--- config.mk ---
export PLATFORM = sky130hd
export DESIGN_NAME = ldx_load_unit
export DESIGN_NICKNAME = d
export VERILOG_FILES = /design/src/rtl/ldx_pkg.sv /design/src/rtl/ldx_decoder.sv /design/src/rtl/ldx_regfile.sv /design/src/rtl/ldx_addr_gen.sv /design/src/rtl/ldx_load_unit.sv
export SDC_FILE = /design/constraint.sdc
export NUM_CORES = 1
export LEC_CHECK = 0
export BUFFER_PORTS_ARGS = -buffer_cell sky130_fd_sc_hd__buf_2
export CORE_MARGIN = 2
export CORE_UTILIZATION = 58
export CTS_CLUSTER_DIAMETER = 50
export DETAILED_ROUTE_END_ITERATION = 10
export HOLD_SLACK_MARGIN = 0.05
export PLACE_DENSITY_LB_ADDON = 0.3
export SETUP_SLACK_MARGIN = 0.15
export SYNTH_ARGS = -nofsm -noshare
export SYNTH_HDL_FRONTEND = slang
export SYNTH_SLANG_ARGS = --single-unit
--- constraint.sdc ---
create_clock -name clk_i -period 2.8 [get_ports clk_i]
set_clock_uncertainty 0.2 [all_clocks]
set_input_delay 0.56 -clock clk_i [delete_from_list [all_inputs] [get_ports clk_i]]
set_output_delay 0.56 -clock clk_i [all_outputs]
set_load 0.1 [all_outputs]
--- src/rtl/ldx_pkg.sv ---
`timescale 1ns/1ps
package ldx_pkg;

   localparam int unsigned CODE_W    = 3;
   localparam int unsigned NUM_SLOTS = 1 << CODE_W;

   // register code that stands for the memory operand, never a register
   localparam logic [CODE_W-1:0] CODE_MEM = 3'b110;
   localparam logic [CODE_W-1:0] CODE_H   = 3'b100;
   localparam logic [CODE_W-1:0] CODE_L   = 3'b101;

   localparam logic [7:0] OPC_NOP   = 8'h00;
   localparam logic [7:0] OPC_STOP  = 8'h76;
   localparam logic [7:0] OPC_PFX_X = 8'hDD;
   localparam logic [7:0] OPC_PFX_Y = 8'hFD;

   typedef enum logic [2:0] {
      ST_OPC,
      ST_IMM,
      ST_PFX,
      ST_DISP,
      ST_MEM,
      ST_HALT
   } ldx_state_e;

   typedef enum logic [2:0] {
      OP_NOP,
      OP_HALT,
      OP_PFX,
      OP_MOVE,
      OP_IMM,
      OP_MEMRD,
      OP_BAD
   } ldx_kind_e;

   typedef struct packed {
      ldx_kind_e         kind;
      logic              base_y;
      logic [CODE_W-1:0] dst;
      logic [CODE_W-1:0] src;
   } ldx_dec_t;

endpackage

--- src/rtl/ldx_decoder.sv ---
`timescale 1ns/1ps
module ldx_decoder
   import ldx_pkg::*;
#(
   parameter int unsigned DATA_W = 8
) (
   input  logic [DATA_W-1:0] byte_i,
   input  logic              after_pfx_i,
   output ldx_dec_t          dec_o
);

   logic [CODE_W-1:0] dst_fld;
   logic [CODE_W-1:0] src_fld;
   logic              grp_move;
   logic              grp_imm;
   logic              dst_is_reg;
   logic              src_is_mem;

   assign dst_fld    = byte_i[5:3];
   assign src_fld    = byte_i[2:0];
   assign grp_move   = (byte_i[7:6] == 2'b01);
   assign grp_imm    = (byte_i[7:6] == 2'b00);
   assign dst_is_reg = (dst_fld != CODE_MEM);
   assign src_is_mem = (src_fld == CODE_MEM);

   always_comb begin
      dec_o.dst    = dst_fld;
      dec_o.src    = src_fld;
      dec_o.base_y = byte_i[5];
      dec_o.kind   = OP_BAD;
      if (after_pfx_i) begin
         if (grp_move && dst_is_reg && src_is_mem) begin
            dec_o.kind = OP_MEMRD;
         end
      end else if (byte_i == OPC_NOP) begin
         dec_o.kind = OP_NOP;
      end else if (byte_i == OPC_STOP) begin
         dec_o.kind = OP_HALT;
      end else if (byte_i == OPC_PFX_X || byte_i == OPC_PFX_Y) begin
         dec_o.kind = OP_PFX;
      end else if (grp_move && dst_is_reg) begin
         dec_o.kind = src_is_mem ? OP_MEMRD : OP_MOVE;
      end else if (grp_imm && dst_is_reg && src_is_mem) begin
         dec_o.kind = OP_IMM;
      end
   end

endmodule

--- src/rtl/ldx_regfile.sv ---
`timescale 1ns/1ps
module ldx_regfile
   import ldx_pkg::*;
#(
   parameter int unsigned        DATA_W  = 8,
   parameter int unsigned        ADDR_W  = 16,
   parameter logic [ADDR_W-1:0]  IX_INIT = '0,
   parameter logic [ADDR_W-1:0]  IY_INIT = '0
) (
   input  logic              clk_i,
   input  logic              rst_ni,
   input  logic              we_i,
   input  logic [CODE_W-1:0] wcode_i,
   input  logic [DATA_W-1:0] wdata_i,
   input  logic [CODE_W-1:0] rcode_i,
   output logic [DATA_W-1:0] rdata_o,
   output logic [ADDR_W-1:0] hl_o,
   output logic [ADDR_W-1:0] ix_o,
   output logic [ADDR_W-1:0] iy_o
);

   logic [DATA_W-1:0] slot [NUM_SLOTS];

   for (genvar g = 0; g < NUM_SLOTS; g++) begin : g_slot
      if (g == int'(CODE_MEM)) begin : g_hole
         assign slot[g] = '0;
      end else begin : g_reg
         logic [DATA_W-1:0] val_q;
         always_ff @(posedge clk_i or negedge rst_ni) begin
            if (!rst_ni) begin
               val_q <= '0;
            end else if (we_i && (wcode_i == CODE_W'(g))) begin
               val_q <= wdata_i;
            end
         end
         assign slot[g] = val_q;
      end
   end

   logic [ADDR_W-1:0] ix_q;
   logic [ADDR_W-1:0] iy_q;

   always_ff @(posedge clk_i or negedge rst_ni) begin
      if (!rst_ni) begin
         ix_q <= IX_INIT;
         iy_q <= IY_INIT;
      end else begin
         ix_q <= ix_q;
         iy_q <= iy_q;
      end
   end

   assign rdata_o = slot[rcode_i];
   assign hl_o    = {slot[CODE_H], slot[CODE_L]};
   assign ix_o    = ix_q;
   assign iy_o    = iy_q;

endmodule

--- src/rtl/ldx_addr_gen.sv ---
`timescale 1ns/1ps
module ldx_addr_gen #(
   parameter int unsigned DATA_W = 8,
   parameter int unsigned ADDR_W = 16
) (
   input  logic              base_y_i,
   input  logic [ADDR_W-1:0] ix_i,
   input  logic [ADDR_W-1:0] iy_i,
   input  logic [DATA_W-1:0] disp_i,
   output logic [ADDR_W-1:0] addr_o
);

   localparam int unsigned EXT_W = ADDR_W - DATA_W;

   logic [ADDR_W-1:0] base;
   logic [ADDR_W-1:0] offs;

   assign base = base_y_i ? iy_i : ix_i;

   if (EXT_W > 0) begin : g_sext
      assign offs = {{EXT_W{disp_i[DATA_W-1]}}, disp_i};
   end else begin : g_trunc
      assign offs = disp_i[ADDR_W-1:0];
   end

   // carry out of the top bit is dropped: modulo 2^ADDR_W
   assign addr_o = base + offs;

endmodule

--- src/rtl/ldx_load_unit.sv ---
`timescale 1ns/1ps
module ldx_load_unit
   import ldx_pkg::*;
#(
   parameter int unsigned        DATA_W   = 8,
   parameter int unsigned        ADDR_W   = 16,
   parameter logic [ADDR_W-1:0]  RESET_PC = '0,
   parameter logic [ADDR_W-1:0]  IX_INIT  = '0,
   parameter logic [ADDR_W-1:0]  IY_INIT  = '0
) (
   input  logic              clk_i,
   input  logic              rst_ni,
   output logic              fetch_req_o,
   output logic [ADDR_W-1:0] fetch_addr_o,
   input  logic              fetch_ack_i,
   input  logic [DATA_W-1:0] fetch_data_i,
   output logic              mem_req_o,
   output logic [ADDR_W-1:0] mem_addr_o,
   input  logic              mem_ack_i,
   input  logic [DATA_W-1:0] mem_data_i,
   output logic              wr_valid_o,
   output logic [2:0]        wr_code_o,
   output logic [DATA_W-1:0] wr_data_o,
   output logic              illegal_o,
   output logic              halted_o
);

   if (DATA_W != 8) begin : g_chk_dw
      $error("ldx_load_unit: opcodes are bytes, DATA_W must be 8");
   end
   if (ADDR_W != 2 * DATA_W) begin : g_chk_aw
      $error("ldx_load_unit: ADDR_W must equal two register widths");
   end
   if (CODE_W != 3) begin : g_chk_cw
      $error("ldx_load_unit: register code must be 3 bits");
   end

   ldx_state_e        state_q, state_d;
   logic [ADDR_W-1:0] pc_q;
   logic [ADDR_W-1:0] maddr_q, maddr_d;
   logic [CODE_W-1:0] dst_q, dst_d;
   logic              base_y_q, base_y_d;

   logic              fetch_req, fetch_fire;
   logic              mem_req, mem_fire;
   ldx_dec_t          dec;

   logic              rf_we;
   logic [CODE_W-1:0] rf_wcode;
   logic [DATA_W-1:0] rf_wdata;
   logic [DATA_W-1:0] rf_rdata;
   logic [ADDR_W-1:0] hl, ix, iy, idx_addr;
   logic              bad_d;

   logic              wr_valid_q, ill_q;
   logic [CODE_W-1:0] wr_code_q;
   logic [DATA_W-1:0] wr_data_q;

   assign fetch_req  = (state_q == ST_OPC) || (state_q == ST_IMM) ||
                       (state_q == ST_PFX) || (state_q == ST_DISP);
   assign fetch_fire = fetch_req && fetch_ack_i;
   assign mem_req    = (state_q == ST_MEM);
   assign mem_fire   = mem_req && mem_ack_i;

   ldx_decoder #(
      .DATA_W      (DATA_W)
   ) dec_i (
      .byte_i      (fetch_data_i),
      .after_pfx_i (state_q == ST_PFX),
      .dec_o       (dec)
   );

   ldx_regfile #(
      .DATA_W  (DATA_W),
      .ADDR_W  (ADDR_W),
      .IX_INIT (IX_INIT),
      .IY_INIT (IY_INIT)
   ) rf_i (
      .clk_i   (clk_i),
      .rst_ni  (rst_ni),
      .we_i    (rf_we),
      .wcode_i (rf_wcode),
      .wdata_i (rf_wdata),
      .rcode_i (dec.src),
      .rdata_o (rf_rdata),
      .hl_o    (hl),
      .ix_o    (ix),
      .iy_o    (iy)
   );

   ldx_addr_gen #(
      .DATA_W   (DATA_W),
      .ADDR_W   (ADDR_W)
   ) agen_i (
      .base_y_i (base_y_q),
      .ix_i     (ix),
      .iy_i     (iy),
      .disp_i   (fetch_data_i),
      .addr_o   (idx_addr)
   );

   always_comb begin
      state_d  = state_q;
      dst_d    = dst_q;
      base_y_d = base_y_q;
      maddr_d  = maddr_q;
      rf_we    = 1'b0;
      rf_wcode = dst_q;
      rf_wdata = fetch_data_i;
      bad_d    = 1'b0;
      case (state_q)
         ST_OPC: begin
            if (fetch_fire) begin
               case (dec.kind)
                  OP_NOP: ;
                  OP_HALT: state_d = ST_HALT;
                  OP_PFX: begin
                     base_y_d = dec.base_y;
                     state_d  = ST_PFX;
                  end
                  OP_MOVE: begin
                     rf_we    = 1'b1;
                     rf_wcode = dec.dst;
                     rf_wdata = rf_rdata;
                  end
                  OP_IMM: begin
                     dst_d   = dec.dst;
                     state_d = ST_IMM;
                  end
                  OP_MEMRD: begin
                     dst_d   = dec.dst;
                     maddr_d = hl;
                     state_d = ST_MEM;
                  end
                  default: bad_d = 1'b1;
               endcase
            end
         end
         ST_IMM: begin
            if (fetch_fire) begin
               rf_we   = 1'b1;
               state_d = ST_OPC;
            end
         end
         ST_PFX: begin
            if (fetch_fire) begin
               if (dec.kind == OP_MEMRD) begin
                  dst_d   = dec.dst;
                  state_d = ST_DISP;
               end else begin
                  bad_d   = 1'b1;
                  state_d = ST_OPC;
               end
            end
         end
         ST_DISP: begin
            if (fetch_fire) begin
               maddr_d = idx_addr;
               state_d = ST_MEM;
            end
         end
         ST_MEM: begin
            if (mem_fire) begin
               rf_we    = 1'b1;
               rf_wdata = mem_data_i;
               state_d  = ST_OPC;
            end
         end
         ST_HALT: ;
         default: state_d = ST_OPC;
      endcase
   end

   always_ff @(posedge clk_i or negedge rst_ni) begin
      if (!rst_ni) begin
         state_q    <= ST_OPC;
         pc_q       <= RESET_PC;
         maddr_q    <= '0;
         dst_q      <= '0;
         base_y_q   <= 1'b0;
         wr_valid_q <= 1'b0;
         wr_code_q  <= '0;
         wr_data_q  <= '0;
         ill_q      <= 1'b0;
      end else begin
         state_q    <= state_d;
         maddr_q    <= maddr_d;
         dst_q      <= dst_d;
         base_y_q   <= base_y_d;
         wr_valid_q <= rf_we;
         wr_code_q  <= rf_wcode;
         wr_data_q  <= rf_wdata;
         ill_q      <= bad_d;
         if (fetch_fire) begin
            pc_q <= pc_q + 1'b1;
         end
      end
   end

   assign fetch_req_o  = fetch_req;
   assign fetch_addr_o = pc_q;
   assign mem_req_o    = mem_req;
   assign mem_addr_o   = maddr_q;
   assign wr_valid_o   = wr_valid_q;
   assign wr_code_o    = wr_code_q;
   assign wr_data_o    = wr_data_q;
   assign illegal_o    = ill_q;
   assign halted_o     = (state_q == ST_HALT);


   fetch_hold_chk: assert property (@(posedge clk_i) disable iff (!rst_ni)
      fetch_req_o && !fetch_ack_i |=> fetch_req_o && $stable(fetch_addr_o));


   pc_step_chk: assert property (@(posedge clk_i) disable iff (!rst_ni)
      fetch_req_o && fetch_ack_i |=> fetch_addr_o == $past(fetch_addr_o) + 1'b1);


   mem_hold_chk: assert property (@(posedge clk_i) disable iff (!rst_ni)
      mem_req_o && !mem_ack_i |=> mem_req_o && $stable(mem_addr_o));


   req_excl_chk: assert property (@(posedge clk_i) disable iff (!rst_ni)
      !(fetch_req_o && mem_req_o));


   halt_sticky_chk: assert property (@(posedge clk_i) disable iff (!rst_ni)
      halted_o |=> halted_o && !fetch_req_o && !mem_req_o);


   mem_wb_chk: assert property (@(posedge clk_i) disable iff (!rst_ni)
      mem_req_o && mem_ack_i |=> wr_valid_o && wr_data_o == $past(mem_data_i));


   ill_nowr_chk: assert property (@(posedge clk_i) disable iff (!rst_ni)
      illegal_o |-> !wr_valid_o);


   wb_code_chk: assert property (@(posedge clk_i) disable iff (!rst_ni)
      wr_valid_o |-> wr_code_o != CODE_MEM);


   nop_chk: assert property (@(posedge clk_i) disable iff (!rst_ni)
      state_q == ST_OPC && fetch_fire && fetch_data_i == OPC_NOP
      |=> !wr_valid_o && !illegal_o && fetch_req_o);

endmodule

==> flow_metrics.env, run 1 <==
export IMPL_outcome="completed"
export IMPL_antenna_left=0
export IMPL_crit_fanout=12
export IMPL_fin_crit_ps=2470
export IMPL_synth_cell_types=60
export IMPL_leakage_nw=3.00
export IMPL_cts_root_buf="clkbuf_8"
export IMPL_drtIter0Drc=203
export IMPL_start_kind="register"
export IMPL_synth_top_cells_by_area="dfrtp_1, mux2_2, mux4_2"
export IMPL_grtUsageMet2_pct=41.6
export IMPL_grt_busiest_layer="met2"
export IMPL_max_cap_viol_count=0
export IMPL_required_ps=2910
export IMPL_syn_area_um2=5290
export IMPL_period_share_pct=88.3
export IMPL_place_hpwl_um=9130
export IMPL_antenna_found_initial=0
export IMPL_numPortBuffers=67
export IMPL_maxSlewHeadroom_pct=46.8
export IMPL_io_pins=68
export IMPL_synth_edf_count=0
export IMPL_synth_cells=454
export IMPL_cts_hold_buf=0
export IMPL_setup_worst_path_end_class="register"
export IMPL_grt_start_max_net_pins=64
export IMPL_fin_area_um2=6180
export IMPL_max_vdd_ir_drop_v=0.000727
export IMPL_grt_use_met1_pct=37.0
export IMPL_grt_pass1_wl_um=20400
export IMPL_max_stage_delay_ps=390
export IMPL_synth_top_cell_by_area="dfrtp_1"
export IMPL_std_cell_rows=34
export IMPL_cts_max_level=3
export IMPL_gp_congestion=0.933
export IMPL_hold_viol=0
export IMPL_cts_num_sinks=107
export IMPL_grt_overflow=0
export IMPL_cts_setup_buffers=0
export IMPL_synth_top_area_share_pct=50.6
export IMPL_start_util_pct=60.3
export IMPL_clkLatencyLatePin_ps=370
export IMPL_critPathSlowestCell="dfrtp_1"
export IMPL_drc=0
export IMPL_die_w_um=99.5
export IMPL_drive_above_1_share_pct=38.4
export IMPL_crit_top_cell="buf_4"
export IMPL_grt_setup_unrepaired="yes"
export IMPL_diodes=0
export IMPL_tritoncts="done"
export IMPL_clk_pin_slew_ps=100
export IMPL_ys_ff_latch=107
export IMPL_finalSetupViolations=0
export IMPL_synth_area_per_cell_um2=11.6
export IMPL_whs_ps=64.8
export IMPL_cp_cell_sequence="buf_4, nor2b_1, buf_4, nand3_2, buf_4, o31ai_1, a21o_1, mux2_2"
export IMPL_met3_usage_pct=3.94
export IMPL_die_area_um2=9900
export IMPL_syn_nets=475
export IMPL_yosysWarnings=0
export IMPL_power_mw=6.53
export IMPL_num_vias=3948
export IMPL_final_nets=566
export IMPL_core_area_um2=8760
export IMPL_post_drt_wl_per_cell_um=18.6
export IMPL_dpl_instance_area_um2=5960
export IMPL_layout_common_cells="dfrtp_1, buf_2, mux2_2"
export IMPL_layout_commonest_cell="dfrtp_1"
export IMPL_cts_made_buffers=9
export IMPL_viasPerCell=6.01
export IMPL_timing_fmax_mhz=404
export IMPL_utilization_pct=70.6
export IMPL_fin_setup_tns_ps=0
export IMPL_timing_max_transition_violations_final=0
export IMPL_worst_slew_pin_slew_ps=797
export IMPL_min_path_type="in2async"
export IMPL_area_delta_synth_final_pct=17.0
export IMPL_clockBufferDepth=2
export IMPL_routed_wl_um=12300
export IMPL_arrival_ps=2580
export IMPL_grt_pass1_vias=3960
export IMPL_power_density_nw_per_um2=1060
export IMPL_ys_async_sr_fraction_pct=100
export IMPL_synthFlopType="dfrtp_1"
export IMPL_ys_seq_area_share_pct=50.6
export IMPL_critical_path_class="reg2reg"
export IMPL_dr_pass1_iters=4
export IMPL_grt_use_total_pct=26.2
export IMPL_dieHeight_um=99.5
[per-stage QoR]
| stage | setup slack (ps) | cells |
|---|---|---|
| 2_1_floorplan | 21.3 | 454 |
| 3_3_place_gp | 76.6 | 642 |
| 3_5_place_dp | 38.5 | 642 |
| 4_1_cts | 165 | 657 |
| 5_1_grt | 149 | 657 |
| 6_report | 328 | 657 |
[critical path, delay by kind of cell, from the launching register on]
family | cells | cell delay (ps)
buffers and inverters | 3 | 620
AOI/OAI and AO/OA | 2 | 550
DFF | 1 | 390
and+or+nand+nor | 2 | 430
muxes | 1 | 220
[logic make-up (layout without fill, tap and decap cells)]
group                    after synthesis  after routing  synth area share, %
AND/OR/NAND/NOR                      132            132                 12.7
flip-flops                           107            107                 50.6
AO/OA/AOI/OAI                         85             85                 11.4
multiplexers                          83             83                 19.8
buffers and inverters                 29            124                 2.51
XOR/XNOR                              17             17                 2.82
adder cells (fa/ha/maj)                1              1                0.237
[synthesized netlist by cell type (all sizes together) (8+ instances only)]
library cell and number:
dfrtp 107, mux2 67, nand2 47, o21ai 28
nor2 24, clkbuf 17, nand3 14, a21oi 13
xnor2 11, nor3 10, buf 9, a221oi 8
and3 8, mux2i 8, mux4 8
[power by group]
group / internal, mW / switching, mW / total [mW] / leakage, nW
Combinational: 0.974 / 2.02 / 3.00 / 1.50
Clock: 0.514 / 0.545 / 1.06 / 0.112
Sequential: 2.10 / 0.380 / 2.48 / 1.39
[sequential cells by signal, indices dropped and copies added, names as in the netlist]
name / cells
rf_i.g_slot.g_reg.val_q: 56
mem_addr_o: 16
fetch_addr_o: 16
dst_q: 3
illegal_o: 1
wr_valid_o: 1
wr_code_o: 3
state_q: 3
wr_data_o: 8
[timing repair]
action | 4_1_cts | 5_1_grt
setup endpoints to repair | 0 | 28
gates resized for setup | 0 | 1
endpoints found under the hold margin | 0 | 0
[layer usage]
metal / vias to the layer above / part of all wire, % / routed length, µm
li1: 1853 / - / -
met2: 115 / 47 / 5820
met4: 0 / 2.2 / 275
met5: - / 0 / 0
met3: 24 / 4.3 / 525
met1: 1956 / 46 / 5630
[layout make-up]
cell class,instances,area [µm²]
Clock buffer,9,124
Clock inverter,6,97.6
Fill cell,679,2580
Inverter,3,11.3
Multi-Input combinational cell,318,2500
Sequential cell,107,2680
Tap cell,108,135
Timing Repair Buffer,106,643
[path summary, 6_finish.rpt]
check	to	depth (start not counted)	startpoint	slack, ps
worst max-delay path	rf_i.g_slot[3].g_reg.val_q[0]$_DFFE_PN0P_	8	state_q[2]$_DFFE_PN0P_	330
worst min-delay path	illegal_o$_DFF_PN0_	1	rst_ni	60
worst min register to register	fetch_addr_o[15]$_DFFE_PN0P_	1	fetch_addr_o[15]$_DFFE_PN0P_	270
max in group asynchronous	rf_i.g_slot[1].g_reg.val_q[5]$_DFFE_PN0P_	2	rst_ni	1620
min in group clk_i	fetch_addr_o[15]$_DFFE_PN0P_	1	fetch_addr_o[15]$_DFFE_PN0P_	270
worst max register to register	rf_i.g_slot[3].g_reg.val_q[0]$_DFFE_PN0P_	8	state_q[2]$_DFFE_PN0P_	330
(Power assumes the default switching activity.)
==> run 2, diff against run 1 <==
--- a/config.mk
+++ b/config.mk
@@ -5,6 +5,7 @@
 export SDC_FILE = /design/constraint.sdc
 export NUM_CORES = 1
 export LEC_CHECK = 0
+export ABC_AREA = 1
 export BUFFER_PORTS_ARGS = -buffer_cell sky130_fd_sc_hd__buf_2
 export CORE_MARGIN = 2
 export CORE_UTILIZATION = 58
==> flow_metrics.env, run 2 <==
export IMPL_whs_ps=271
export IMPL_dpl_instance_area_um2=6080
export IMPL_core_area_um2=9200
export IMPL_routed_wl_um=14300
export IMPL_fin_setup_tns_ps=0
export IMPL_synth_cell_types=38
export IMPL_grt_overflow=0
export IMPL_yosysMostFrequentCell="nand2_1"
export IMPL_clkLatencyLatePin_ps=380
export IMPL_grt_use_total_pct=29.7
export IMPL_die_w_um=101
export IMPL_regArea_um2=2680
export IMPL_maxSlewHeadroom_pct=59.6
export IMPL_viasPerCell=5.57
export IMPL_power_mw=7.95
export IMPL_grt_pass1_vias=4660
export IMPL_timing_fmax_mhz=398
export IMPL_synth_top_cell_by_area="dfrtp_1"
export IMPL_synth_top_cells_by_area="dfrtp_1, nand2_1, nor2_1"
export IMPL_area_delta_synth_final_pct=15.0
export IMPL_leakage_nw=3.36
export IMPL_ys_seq_area_share_pct=49.0
export IMPL_cts_made_buffers=9
export IMPL_cts_root_buf="clkbuf_8"
export IMPL_synth_edf_count=0
export IMPL_critPathSlowestCell="dfrtp_1"
export IMPL_arrival_ps=1750
export IMPL_outcome="completed"
export IMPL_io_pins=68
export IMPL_nFillCells=798
export IMPL_grt_pass1_wl_um=23200
export IMPL_min_path_type="reg2reg"
export IMPL_largest_register="rf_i.g_slot.g_reg.val_q"
export IMPL_clk_pin_slew_ps=100
export IMPL_layout_common_cells="nand2_1, dfrtp_1, buf_2"
export IMPL_grt_start_max_net_pins=49
export IMPL_numPortBuffers=67
export IMPL_yosysWarnings=0
export IMPL_synth_cells=678
export IMPL_required_ps=2040
export IMPL_setup_worst_path_end_class="output pin"
export IMPL_synth_area_per_cell_um2=8.06
export IMPL_clockBufferDepth=2
export IMPL_drc=0
export IMPL_final_nets=785
export IMPL_final_cells=880
export IMPL_ys_ff_latch=107
export IMPL_die_area_um2=10200
export IMPL_drive_above_1_share_pct=21.5
export IMPL_multi_input_area_um2=2570
export IMPL_gp_congestion=0.948
export IMPL_start_util_pct=59.4
export IMPL_period_share_pct=89.7
export IMPL_std_cell_rows=35
export IMPL_timing_max_transition_violations_final=0
export IMPL_post_drt_wl_per_cell_um=16.2
export IMPL_crit_fanout=6
export IMPL_cts_num_sinks=107
export IMPL_grt_setup_unrepaired="yes"
export IMPL_cp_cell_sequence="nor2_1, inv_1, nor2_1, buf_6"
export IMPL_drtIter0Drc=377
export IMPL_diodes=0
export IMPL_place_hpwl_um=10500
export IMPL_synthFlopType="dfrtp_1"
export IMPL_antenna_found_initial=0
export IMPL_dr_pass1_iters=5
export IMPL_hold_viol=0
export IMPL_tritoncts="done"
export IMPL_start_kind="register"
export IMPL_syn_area_um2=5460
export IMPL_layout_commonest_cell="nand2_1"
export IMPL_place_inst=863
export IMPL_finalSetupViolations=0
export IMPL_critical_path_class="reg2out"
export IMPL_fin_crit_ps=2510
export IMPL_fin_area_um2=6280
export IMPL_max_stage_delay_ps=450
export IMPL_synth_top_area_share_pct=49.0
export IMPL_largest_register_ffs=56
export IMPL_max_cap_viol_count=0
export IMPL_cts_max_level=3
export IMPL_max_vdd_ir_drop_v=0.00115
export IMPL_cts_setup_buffers=0
export IMPL_worst_slew_pin_slew_ps=606
export IMPL_dieHeight_um=101
export IMPL_num_vias=4900
export IMPL_path_buf_inv=2
export IMPL_crit_family="simple AND/OR/NAND/NOR gates"
export IMPL_syn_nets=699
export IMPL_power_density_nw_per_um2=1260
export IMPL_crit_top_cell="nor2_1"
export IMPL_antenna_left=0
export IMPL_ys_async_sr_fraction_pct=100
export IMPL_yosys_top_cells_count="nand2_1, dfrtp_1, nor2_1"
-- run 2: changes by cell type after synthesis, sizes merged, moves of 9 or more --
| cell | before | now |
|---|---|---|
| clkbuf | 17 | 8 |
| a31oi | 2 | 16 |
| nor2 | 24 | 61 |
| mux2 | 67 | 0 |
| inv | 2 | 42 |
| nand3 | 14 | 35 |
| nand2 | 47 | 303 |
-- run 2: worst reg2reg max path: cells and delay by family (launching register included) --
| family | cells | cell delay, ps |
|---|---|---|
| DFF | 1 | 460 |
| and+or+nand+nor | 12 | 1610 |
| buffers and inverters | 1 | 150 |
-- run 2: power breakdown --
group,switching [mW],internal (mW)
combinational,3.57,0.949
clock,0.549,0.339
sequential,0.393,2.15
-- run 2: cell families after synthesis --
group	synth area share [%]
AND/OR/NAND/NOR	35.5
flip-flops	49.0
AO/OA/AOI/OAI	8.84
buffers and inverters	4.17
XOR/XNOR	2.24
adder cells (fa/ha/maj)	0.229
-- run 2: cell type report --
class                      count  share of cell area, %
clock inverter                 7                  0.936
tap                          111                   2.21
multi-input combinational    513                   41.0
inverter                      42                   2.51
sequential                   107                   42.6
timing repair buffer          91                   8.78
clock buffer                   9                   1.97
-- run 2: final timing paths --
check / startpoint / to / slack (ps) / cells past startpoint
max: state_q[1]$_DFFE_PN0P_ / mem_req_o / 290 / 4
min: fetch_addr_o[15]$_DFFE_PN0P_ / fetch_addr_o[15]$_DFFE_PN0P_ / 270 / 1
max reg2reg: state_q[2]$_DFFE_PN0P_ / rf_i.g_slot[1].g_reg.val_q[2]$_DFFE_PN0P_ / 320 / 13
min reg2reg: fetch_addr_o[15]$_DFFE_PN0P_ / fetch_addr_o[15]$_DFFE_PN0P_ / 270 / 1
max in group asynchronous: rst_ni / rf_i.g_slot[3].g_reg.val_q[1]$_DFFE_PN0P_ / 1220 / 3
min in group asynchronous: rst_ni / state_q[1]$_DFFE_PN0P_ / 520 / 2
-- run 2: repair_timing --
item | CTS | global route
endpoints found under the setup margin | 1 | 46
pin swaps | 0 | 0
hold endpoints to repair | 45 | 0
hold buffers | 1 | 0
resized for setup | 1 | 3
-- run 2: stage by stage --
stage	worst slack [ps]	utilization, %
final	290	68.3
after global routing	142	68.3
after CTS	204	68.2
after detailed placement	84.6	66.1
after global placement	98.0	66.1
after floorplan	141	-
-- run 2: routing by layer --
metal | global-route usage (%) | part of all wire [%] | up-vias
li1 | - | - | 2366
met1 | 38.2 | 43 | 2297
met2 | 49.4 | 48 | 197
met3 | 6.31 | 6.9 | 40
met4 | 11.1 | 2.7 | 0
met5 | 0 | 0 | -
